==> config.mk <==
export PLATFORM = sky130hd
export DESIGN_NAME = mclk_ratio_detect
export DESIGN_NICKNAME = d
export VERILOG_FILES = /design/src/rtl/mclk_ratio_pkg.sv /design/src/rtl/mrd_sync_edge.sv /design/src/rtl/mrd_frame_count.sv /design/src/rtl/mrd_lock_fsm.sv /design/src/rtl/mclk_ratio_detect.sv
export SDC_FILE = /design/constraint.sdc
export NUM_CORES = 1
export LEC_CHECK = 0
export ABC_AREA = 1
export BUFFER_PORTS_ARGS = -buffer_cell sky130_fd_sc_hd__buf_4
export CORE_MARGIN = 2
export CORE_UTILIZATION = 35
export CTS_BUF_LIST = sky130_fd_sc_hd__clkbuf_8
export DETAILED_ROUTE_END_ITERATION = 12
export GPL_ROUTABILITY_DRIVEN = 1
export SETUP_SLACK_MARGIN = 0.2
export SYNTH_ARGS = -nofsm -noshare
export SYNTH_HDL_FRONTEND = slang
export SYNTH_SLANG_ARGS = --single-unit
export TNS_END_PERCENT = 20
==> constraint.sdc <==
create_clock -name clk -period 2.7 [get_ports clk]
set_input_delay 0.135 -clock clk [delete_from_list [all_inputs] [get_ports clk]]
set_output_delay 0.135 -clock clk [all_outputs]
set_load 0.05 [all_outputs]
==> src/rtl/mclk_ratio_pkg.sv <==
package mclk_ratio_pkg;

    localparam int MEAS_W = 12;

    typedef logic [MEAS_W-1:0] meas_t;

    typedef enum logic [1:0] {
        RATIO_NONE = 2'd0,
        RATIO_LO   = 2'd1,
        RATIO_HI   = 2'd2
    } ratio_e;

    typedef enum logic [1:0] {
        ST_IDLE = 2'd0,
        ST_HUNT = 2'd1,
        ST_LOCK = 2'd2
    } lock_st_e;

    // One frame measurement, valid when closed is high
    typedef struct packed {
        logic  closed;
        meas_t mclk_len;
        meas_t sclk_bits;
    } frame_meas_t;

    function automatic meas_t sat_inc(meas_t v);
        return (&v) ? v : v + 1'b1;
    endfunction

    function automatic meas_t abs_diff(meas_t a, meas_t b);
        return (a > b) ? a - b : b - a;
    endfunction

endpackage

==> src/rtl/mrd_sync_edge.sv <==
module mrd_sync_edge #(
    parameter int STAGES = 2
) (
    input  logic clk,
    input  logic rst,
    input  logic d,
    output logic rise
);
    logic [STAGES:0] pipe;

    always_ff @(posedge clk) begin
        if (rst) pipe <= '0;
        else     pipe <= {pipe[STAGES-1:0], d};
    end

    assign rise = pipe[STAGES-1] & ~pipe[STAGES];
endmodule

==> src/rtl/mrd_frame_count.sv <==
module mrd_frame_count
    import mclk_ratio_pkg::*;
(
    input  logic        clk,
    input  logic        rst,
    input  logic        lr_rise,
    input  logic        sck_rise,
    output frame_meas_t meas
);
    meas_t mcnt;
    meas_t scnt;

    always_ff @(posedge clk) begin
        if (rst) begin
            mcnt <= '0;
            scnt <= '0;
        end else if (lr_rise) begin
            mcnt <= '0;
            scnt <= '0;
        end else begin
            mcnt <= sat_inc(mcnt);
            if (sck_rise) scnt <= sat_inc(scnt);
        end
    end

    always_comb begin
        meas.closed    = lr_rise;
        meas.mclk_len  = sat_inc(mcnt);
        meas.sclk_bits = sck_rise ? sat_inc(scnt) : scnt;
    end
endmodule

==> src/rtl/mrd_lock_fsm.sv <==
module mrd_lock_fsm
    import mclk_ratio_pkg::*;
#(
    parameter int LO_MCLK = 256,
    parameter int HI_MCLK = 384,
    parameter int LO_BITS = 64,
    parameter int HI_BITS = 48,
    parameter int TOL     = 10
) (
    input  logic        clk,
    input  logic        rst,
    input  frame_meas_t meas,
    output logic        locked,
    output ratio_e      ratio,
    output logic        resync
);
    localparam meas_t LO_LEN = MEAS_W'(LO_MCLK);
    localparam meas_t HI_LEN = MEAS_W'(HI_MCLK);
    localparam meas_t LO_B   = MEAS_W'(LO_BITS);
    localparam meas_t HI_B   = MEAS_W'(HI_BITS);
    localparam meas_t TOL_M  = MEAS_W'(TOL);

    lock_st_e state;
    ratio_e   cand;
    ratio_e   cur;
    ratio_e   hit;
    meas_t    exp_len;
    logic     fault;

    always_comb begin
        hit = RATIO_NONE;
        if (meas.mclk_len == LO_LEN && meas.sclk_bits == LO_B)
            hit = RATIO_LO;
        else if (meas.mclk_len == HI_LEN && meas.sclk_bits == HI_B)
            hit = RATIO_HI;
        exp_len = (cur == RATIO_HI) ? HI_LEN : LO_LEN;
        // early edge, late edge, or no edge within the window
        fault = (state == ST_LOCK) &&
                ((meas.closed && abs_diff(meas.mclk_len, exp_len) > TOL_M) ||
                 (meas.mclk_len > exp_len + TOL_M));
    end

    always_ff @(posedge clk) begin
        if (rst) begin
            state  <= ST_IDLE;
            cand   <= RATIO_NONE;
            cur    <= RATIO_NONE;
            resync <= 1'b0;
        end else begin
            resync <= 1'b0;
            case (state)
                ST_IDLE: if (meas.closed) begin
                    state <= ST_HUNT;
                    cand  <= RATIO_NONE;
                end
                ST_HUNT: if (meas.closed) begin
                    if (hit != RATIO_NONE && hit == cand) begin
                        state <= ST_LOCK;
                        cur   <= hit;
                    end else begin
                        cand <= hit;
                    end
                end
                ST_LOCK: if (fault) begin
                    state  <= ST_IDLE;
                    cand   <= RATIO_NONE;
                    cur    <= RATIO_NONE;
                    resync <= 1'b1;
                end
                default: state <= ST_IDLE;
            endcase
        end
    end

    assign locked = (state == ST_LOCK);
    assign ratio  = cur;
endmodule

==> src/rtl/mclk_ratio_detect.sv <==
module mclk_ratio_detect
    import mclk_ratio_pkg::*;
#(
    parameter int LO_MCLK     = 256,
    parameter int HI_MCLK     = 384,
    parameter int LO_BITS     = 64,
    parameter int HI_BITS     = 48,
    parameter int TOL         = 10,
    parameter int SYNC_STAGES = 2,
    localparam int BPF_W = $clog2(((LO_BITS > HI_BITS) ? LO_BITS : HI_BITS) + 1)
) (
    input  logic             clk,
    input  logic             rst,
    input  logic             sclk_in,
    input  logic             lrclk_in,
    output logic [1:0]       ratio_code,
    output logic [BPF_W-1:0] bits_per_frame,
    output logic             locked,
    output logic             resync_rst
);
    localparam int N_IN = 2;

    logic [N_IN-1:0] raw_in;
    logic [N_IN-1:0] edge_rise;
    logic            lr_rise;
    logic            sck_rise;
    frame_meas_t     meas;
    ratio_e          ratio;

    assign raw_in = {sclk_in, lrclk_in};

    generate
        for (genvar g = 0; g < N_IN; g++) begin : g_sync
            mrd_sync_edge #(.STAGES(SYNC_STAGES)) u_sync (
                .clk  (clk),
                .rst  (rst),
                .d    (raw_in[g]),
                .rise (edge_rise[g])
            );
        end
    endgenerate

    assign lr_rise  = edge_rise[0];
    assign sck_rise = edge_rise[1];

    mrd_frame_count u_count (
        .clk      (clk),
        .rst      (rst),
        .lr_rise  (lr_rise),
        .sck_rise (sck_rise),
        .meas     (meas)
    );

    mrd_lock_fsm #(
        .LO_MCLK (LO_MCLK),
        .HI_MCLK (HI_MCLK),
        .LO_BITS (LO_BITS),
        .HI_BITS (HI_BITS),
        .TOL     (TOL)
    ) u_fsm (
        .clk    (clk),
        .rst    (rst),
        .meas   (meas),
        .locked (locked),
        .ratio  (ratio),
        .resync (resync_rst)
    );

    always_comb begin
        ratio_code = ratio;
        case (ratio)
            RATIO_LO: bits_per_frame = BPF_W'(LO_BITS);
            RATIO_HI: bits_per_frame = BPF_W'(HI_BITS);
            default:  bits_per_frame = '0;
        endcase
    end
endmodule

==> results of run 1 <==
==> cell type report <==
cell class | instances | area (um^2)
clock buffer | 6 | 82.58
tap | 102 | 127.6
inverter | 80 | 300.3
timing repair buffer | 42 | 319.1
multi-input combinational | 320 | 1783
clock inverter | 2 | 33.78
sequential | 37 | 765.7
fill | 805 | 4195
==> routing by layer <==
layer  track usage (%)  vias up  share of wire, %
met5                 0        -                 0
met4             5.224        0               1.5
met3             2.383        9               3.7
met2             26.90       46                46
met1             20.59     1187                48
li1                  -     1430                 -
==> through the flow <==
step | power (mW) | util (%)
floorplan | 0.7871 | -
global placement | 0.8376 | 40.94
detailed placement | 0.8391 | 40.94
CTS | 1.356 | 44.61
global route | 1.416 | 44.85
finish | 1.350 | 44.85
==> critical path, stage by stage, from the launching register on <==
cell and delay (ns):
sky130_fd_sc_hd__dfxtp_4 0.37, sky130_fd_sc_hd__ha_4 0.17, sky130_fd_sc_hd__nand2_4 0.10, sky130_fd_sc_hd__nor2_8 0.04, sky130_fd_sc_hd__nand3_4 0.14, sky130_fd_sc_hd__buf_4 0.13
sky130_fd_sc_hd__nand2_2 0.07, sky130_fd_sc_hd__inv_2 0.13, sky130_fd_sc_hd__nand2_1 0.08, sky130_fd_sc_hd__nor2_1 0.21, sky130_fd_sc_hd__nand2_1 0.10, sky130_fd_sc_hd__nand2_1 0.06
sky130_fd_sc_hd__nand2_1 0.04, sky130_fd_sc_hd__nor2_1 0.11, sky130_fd_sc_hd__a21oi_1 0.08, sky130_fd_sc_hd__nor2_1 0.12, sky130_fd_sc_hd__nand3_2 0.10, sky130_fd_sc_hd__nand2_4 0.09
sky130_fd_sc_hd__nand3_4 0.10, sky130_fd_sc_hd__nand3_2 0.10, sky130_fd_sc_hd__nand2_1 0.05, sky130_fd_sc_hd__inv_1 0.05, sky130_fd_sc_hd__nor2_1 0.04
==> registers in the layout, indices dropped and copies added, names as in the netlist <==
name and flops:
u_count.mcnt 12, u_count.scnt 12, g_sync.u_sync.pipe 6, u_fsm.cand 2, u_fsm.ratio 2, u_fsm.state 2
u_fsm.resync 1
==> power groups by stage <==
stage / combinational (mW) / clock [mW] / sequential, mW
3_5_place_dp: 0.246 / 0 / 0.593
3_3_place_gp: 0.246 / 0 / 0.592
5_1_grt: 0.309 / 0.527 / 0.580
2_1_floorplan: 0.195 / 0 / 0.592
4_1_cts: 0.268 / 0.511 / 0.577
6_report: 0.273 / 0.500 / 0.577
==> final timing paths <==
kind | startpoint | to | slack, ns
max | u_count.mcnt[1] | u_fsm.ratio[1] | 0.11
max reg2reg | u_count.mcnt[1] | u_fsm.ratio[1] | 0.11
min reg2reg | g_sync[0].u_sync.pipe[0] | g_sync[0].u_sync.pipe[1] | 0.40
min | sclk_in | g_sync[1].u_sync.pipe[0] | 0.04
==> layout by cell type, fill, tap and decap left out, drive strengths merged, types with 2 or more instances in the layout <==
master,count
nor2,86
clkbuf,6
buf,42
a21oi,7
xnor2,2
nand3,39
ha,8
nor3,2
dfxtp,37
nand4,13
o21ai,9
conb,4
inv,79
xor2,8
clkinv,2
nand2,130
or2,2
==> repair_timing <==
action / CTS / global route
gates cloned: 2 / 0
hold buffers: 0 / 0
pin swaps: 13 / 2
buffers inserted: 10 / 0
gates resized for setup: 24 / 4
setup endpoints to repair: 7 / 7
==> logic make-up after synthesis <==
family	after synthesis	share of synthesized area (%)
buffers and inverters	88	13.20
other	1	0.1388
and+or+nand+nor	272	47.11
adders and majority gates	8	3.706
AOI/OAI and AO/OA	23	4.818
DFF	37	27.42
muxes	1	0.3706
xor gates and xnor gates	10	3.242
==> results.yml, run 1 <==
cts:
  clk-insertion-delay-late_ns: 0.29
  ctsRootBufferMaster: "sky130_fd_sc_hd__clkbuf_8"
  cts-buffers-inserted: 5
  clk_pin_slew_ns: 0.07
  tritoncts_num_sinks: 37
  cts_tree: "built"
  h_tree_depth_reported_by_cts: 2
  clockBufferDepth: 2
critical_path:
  worst-endpoint-required_ns: 2.89
  timing.critical_path.fanout_max: 6
  critPathKind: "flip-flop to flip-flop"
  timing.critical_path.from_type: "flip-flop"
  timing.critical_path.to_type: "flip-flop"
  timing.critical_path.arrival_ns: 2.78
  worstRegToRegCells: 22
finish:
  final_instance_count_without_filler_cells: 589
  final_design_area_no_fill_um2: 3412
  n_antenna_cell: 0
  layout-area-overhead-vs-synth_pct: 26.31
  layout_cells_sized_above_1_pct: 24.85
  nets: 498
yosys:
  synth.cell_area_um2: 2701
  ys_top_cells_by_area: "sky130_fd_sc_hd__dfxtp_1 (27%), sky130_fd_sc_hd__nand2_1 (16%), sky130_fd_sc_hd__inv_1 (10%)"
  ys_seq_area_share_pct: 27.42
  synth_edf_count: 0
  portion_of_synthesized_cell_area_occupied_by_the_leading_cell_type_pct: 27.42
  synth.cells.most_frequent: "sky130_fd_sc_hd__nand2_1 (117), sky130_fd_sc_hd__inv_1 (74), sky130_fd_sc_hd__nor2_1 (74)"
  ys_ff_latch: 37
  ys_warn_count: 0
  synth_cell_types: 40
  synthesis.instances: 440
  mean_cell_area_of_the_mapped_netlist_um2: 6.139
  synth-main-ff-cell: "sky130_fd_sc_hd__dfxtp_1"
  async_flop_share_pct: 0
  post-synth-top-count-cell: "sky130_fd_sc_hd__nand2_1"
  post-synth-top-area-cell: "sky130_fd_sc_hd__dfxtp_1"
pwr:
  power.ir.vdd_worst_v: 0.0002801
  leakage_dissipation_nw: 1.750
  power.clock.fraction_pct: 37.0
  power.density_cell_area_nw_per_um2: 395.8
  pwr-share-comb_pct: 20.2
  power.net_switching_mw: 0.3881
  seq_power_share_pct: 42.7
  sw_frac_of_total_pct: 28.73
  p_int_mw: 0.9624
timing:
  final.setup.worst_slack_ns: 0.1069
  final_hold_vios: 0
  finalMaxSlewViolations: 0
  post-route-period-util_pct: 96.04
  worst_clock_skew_ns: 0.006745
  final-setup-viol-count: 0
  max_clock_freq_mhz: 385.6
  totalNegativeSetupSlack_ns: 0
  slew-limit-headroom_pct: 60.00
  final_period_minus_worst_setup_slack_ns: 2.593
  grt_setup_unrepaired: "yes"
  max_slew.worst_pin.slew_ns: 0.5978
  hold_slack_ns: 0.04175
global_route:
  grt_start_max_net_pins: 18
  track_usage_pct: 15.85
  first_global_vias: 2505
  global_route_wire_length_before_repair_um: 11020
  sum_of_overflow_across_all_layers_after_global_routing: 0
  grt_antenna_before_repair: 0
placed_design:
  numPlacedInstances: 569
  placedInstanceArea_um2: 3114
  gp_congestion: 0.9090
  dpl.hpwl_um: 4852
  dp_slack_ns: -0.09459
  portBuffers: 10
floorplanning:
  design.portCount: 15
  die_w_um: 91.85
  die_area_um2: 8436
  placementRows: 32
  die-height_um: 91.85
  start_util_pct: 35.51
  core_area_um2: 7607
route:
  detail_route.drc_violations: 0
  via_count: 2672
  detailedRoute.firstPassIterationCount: 4
  detail_route.iter0.violations: 155
  avgRoutedWirePerCell_um: 10.63
  post_drt_via_cell_ratio: 4.537
  detail-route-antenna-nets: 0
  routed_wl_um: 6264
hold_path:
  min_path_cells: 3
  worst_hold_path_type: "primary input to flip-flop"
outcome:
  outcome: "finished, final reports clean"
run:
  max-cap-violations: 0
No activity file was read; power rests on OpenSTA's default activity.
==> run 2: changes to the inputs <==
--- a/config.mk
+++ b/config.mk
@@ -6,11 +6,11 @@
 export NUM_CORES = 1
 export LEC_CHECK = 0
 export ABC_AREA = 1
-export BUFFER_PORTS_ARGS = -buffer_cell sky130_fd_sc_hd__buf_4
 export CORE_MARGIN = 2
 export CORE_UTILIZATION = 35
 export CTS_BUF_LIST = sky130_fd_sc_hd__clkbuf_8
 export DETAILED_ROUTE_END_ITERATION = 12
+export DONT_BUFFER_PORTS = 1
 export GPL_ROUTABILITY_DRIVEN = 1
 export SETUP_SLACK_MARGIN = 0.2
 export SYNTH_ARGS = -nofsm -noshare
==> results.yml, run 2 (synthesis gave the netlist of run 1 again) <==
outcome:
  outcome: "finished, final reports clean"
critical_path:
  timing.critical_path.mode_cell: "sky130_fd_sc_hd__nand2_1"
  cpMaxStageDelayCell: "sky130_fd_sc_hd__dfxtp_4"
  timing.critical_path.arrival_ns: 2.79
  worst-endpoint-required_ns: 2.89
  timing.critical_path.to_type: "flip-flop"
  timing.critical_path.fanout_max: 6
  reg2reg_setup_slack_ns: 0.11
  critPathKind: "flip-flop to flip-flop"
  critical_path.max_stage_delay_ns: 0.38
  timing.critical_path.from_type: "flip-flop"
  critical_path.cell_chain: "ha_4, nand2_4, nor2_8, nand3_4, xor2_2, inv_2, ha_4, inv_2, nor2_4, nand2_2, nor2_1, o21ai_1, nand2_1, nand2_1, nand2_1, nor2_1, nand3_1, nand2_2, nand3_4, nand3_2, nand2_1, inv_1, nor2_1"
  kind_of_cell_with_the_highest_combined_delay_on_the_critical_path: "simple AND/OR/NAND/NOR gates"
  combined_buffer_and_inverter_count_along_the_critical_path: 3
floorplanning:
  design.portCount: 15
  die-height_um: 91.85
  start_util_pct: 35.51
  die_area_um2: 8436
  die_w_um: 91.85
  core_area_um2: 7607
  placementRows: 32
cts:
  cts_tree: "built"
  tritoncts_num_sinks: 37
  clockBufferDepth: 2
  clk_pin_slew_ns: 0.08
  ctsRootBufferMaster: "sky130_fd_sc_hd__clkbuf_8"
  h_tree_depth_reported_by_cts: 2
  clk-insertion-delay-late_ns: 0.29
  cts-buffers-inserted: 5
finish:
  fillers: 820
  layout_cells_sized_above_1_pct: 21.81
  n_antenna_cell: 0
  layout_commonest_cell: "sky130_fd_sc_hd__nand2_1"
  layout_common_cells: "sky130_fd_sc_hd__nand2_1 (116), sky130_fd_sc_hd__inv_1 (72), sky130_fd_sc_hd__nor2_1 (69), sky130_fd_sc_hd__buf_4 (37), sky130_fd_sc_hd__nand3_1 (31)"
  reg_top3: "u_count.mcnt: 12 flops, u_count.scnt: 12 flops, g_sync.u_sync.pipe: 6 flops"
  layout-area-overhead-vs-synth_pct: 24.32
  final_core_utilization_pct: 44.14
  nets: 497
route:
  via_count: 2709
  detail_route.drc_violations: 0
  routed_wl_um: 6256
  detail-route-antenna-nets: 0
  detail_route.iter0.violations: 131
  post_drt_via_cell_ratio: 4.607
  avgRoutedWirePerCell_um: 10.64
  detailedRoute.firstPassIterationCount: 4
global_route:
  sum_of_overflow_across_all_layers_after_global_routing: 0
  global_route_wire_length_before_repair_um: 11010
  grt_antenna_before_repair: 0
  first_global_vias: 2585
  track_usage_pct: 15.64
  grt_start_max_net_pins: 18
pwr:
  power.net_switching_mw: 0.3967
  leakage_dissipation_nw: 1.738
  p_int_mw: 0.9369
  power.ir.vdd_worst_v: 0.0002776
  power.clock.fraction_pct: 36.8
  power.density_cell_area_nw_per_um2: 397.1
  sw_frac_of_total_pct: 29.75
  seq_power_share_pct: 43.3
  pwr-share-comb_pct: 19.8
run:
  max-cap-violations: 0
timing:
  hold_slack_ns: 0.06346
  max_clock_freq_mhz: 385.5
  slew-limit-headroom_pct: 41.60
  final-setup-viol-count: 0
  final_hold_vios: 0
  finalMaxSlewViolations: 0
  final_period_minus_worst_setup_slack_ns: 2.594
  worst_clock_skew_ns: 0.005651
  grt_setup_unrepaired: "yes"
  totalNegativeSetupSlack_ns: 0
  post-route-period-util_pct: 96.09
  max_slew.worst_pin.slew_ns: 0.8728
placed_design:
  portBuffers: 0
  dpl.hpwl_um: 4963
  gp_congestion: 0.8736
hold_path:
  worst_hold_path_type: "primary input to flip-flop"
-- run 2: cell types whose count changed in the layout (fill, tap and decap cells not counted), moves of 3 or more --
cell | before | now
sky130_fd_sc_hd__buf_4 | 41 | 37
sky130_fd_sc_hd__dlygate4sd3_1 | 0 | 3
sky130_fd_sc_hd__nand3_1 | 28 | 31
sky130_fd_sc_hd__nand3_2 | 8 | 5
sky130_fd_sc_hd__dfxtp_1 | 27 | 30
sky130_fd_sc_hd__nand2_1 | 113 | 116
-- run 2: metrics by stage --
stage	setup slack (ns)	cell area, um^2	power (mW)	instances
6_report	0.1056	3358	1.334	588
5_1_grt	-0.1937	3358	1.409	588
4_1_cts	0.08947	3326	1.341	586
3_5_place_dp	-0.02753	3122	0.8424	570
3_3_place_gp	0.02928	3122	0.8375	570
2_1_floorplan	0.04557	2806	0.7871	443
-- run 2: repair_timing --
action / CTS / global route
endpoints found under the hold margin: 7 / 0
gates cloned: 2 / 0
setup buffers: 3 / 2
endpoints found under the setup margin: 7 / 7
pin swaps: 8 / 4
resized for setup: 6 / 5
hold buffers: 3 / 0
-- run 2: path summary, 6_finish.rpt --
check	startpoint	to	depth (start not counted)
min	rst	u_fsm.ratio[1]	3
max reg2reg	u_count.mcnt[1]	u_fsm.ratio[0]	23
max	u_count.mcnt[1]	u_fsm.ratio[0]	23
min reg2reg	g_sync[0].u_sync.pipe[0]	g_sync[0].u_sync.pipe[1]	2
-- run 2: cell type report --
cell class	instances	area [um^2]	share of cell area, %
clock buffers	5	68.82	2.049
clock inverters	3	46.29	1.379
inverters	80	300.3	8.942
multi-input cells	320	1739	51.79
flip-flops and latches	37	757.0	22.54
well taps	102	127.6	3.800
repair buffers	41	319.1	9.501
-- run 2: per-layer routing --
metal / global-route usage [%] / vias to the layer above / wire (um)
met5: 0 / - / 0
met4: 4.353 / 0 / 113
met3: 2.465 / 12 / 173
met2: 26.16 / 51 / 2836
met1: 20.89 / 1211 / 3132
li1: - / 1435 / -
-- run 2: power by group through the flow --
stage	Sequential (mW)	Combinational, mW	Clock, mW
after detailed placement	0.593	0.250	0
final	0.578	0.264	0.491
after floorplan	0.592	0.195	0
after global placement	0.592	0.246	0
after CTS	0.578	0.262	0.501
after global routing	0.581	0.305	0.523
-- run 2: tightest hold or removal path, cell delays in order --
cell and delay (ns):
sky130_fd_sc_hd__inv_1 0.07, sky130_fd_sc_hd__nand2_1 0.08, sky130_fd_sc_hd__nor2_1 0.03
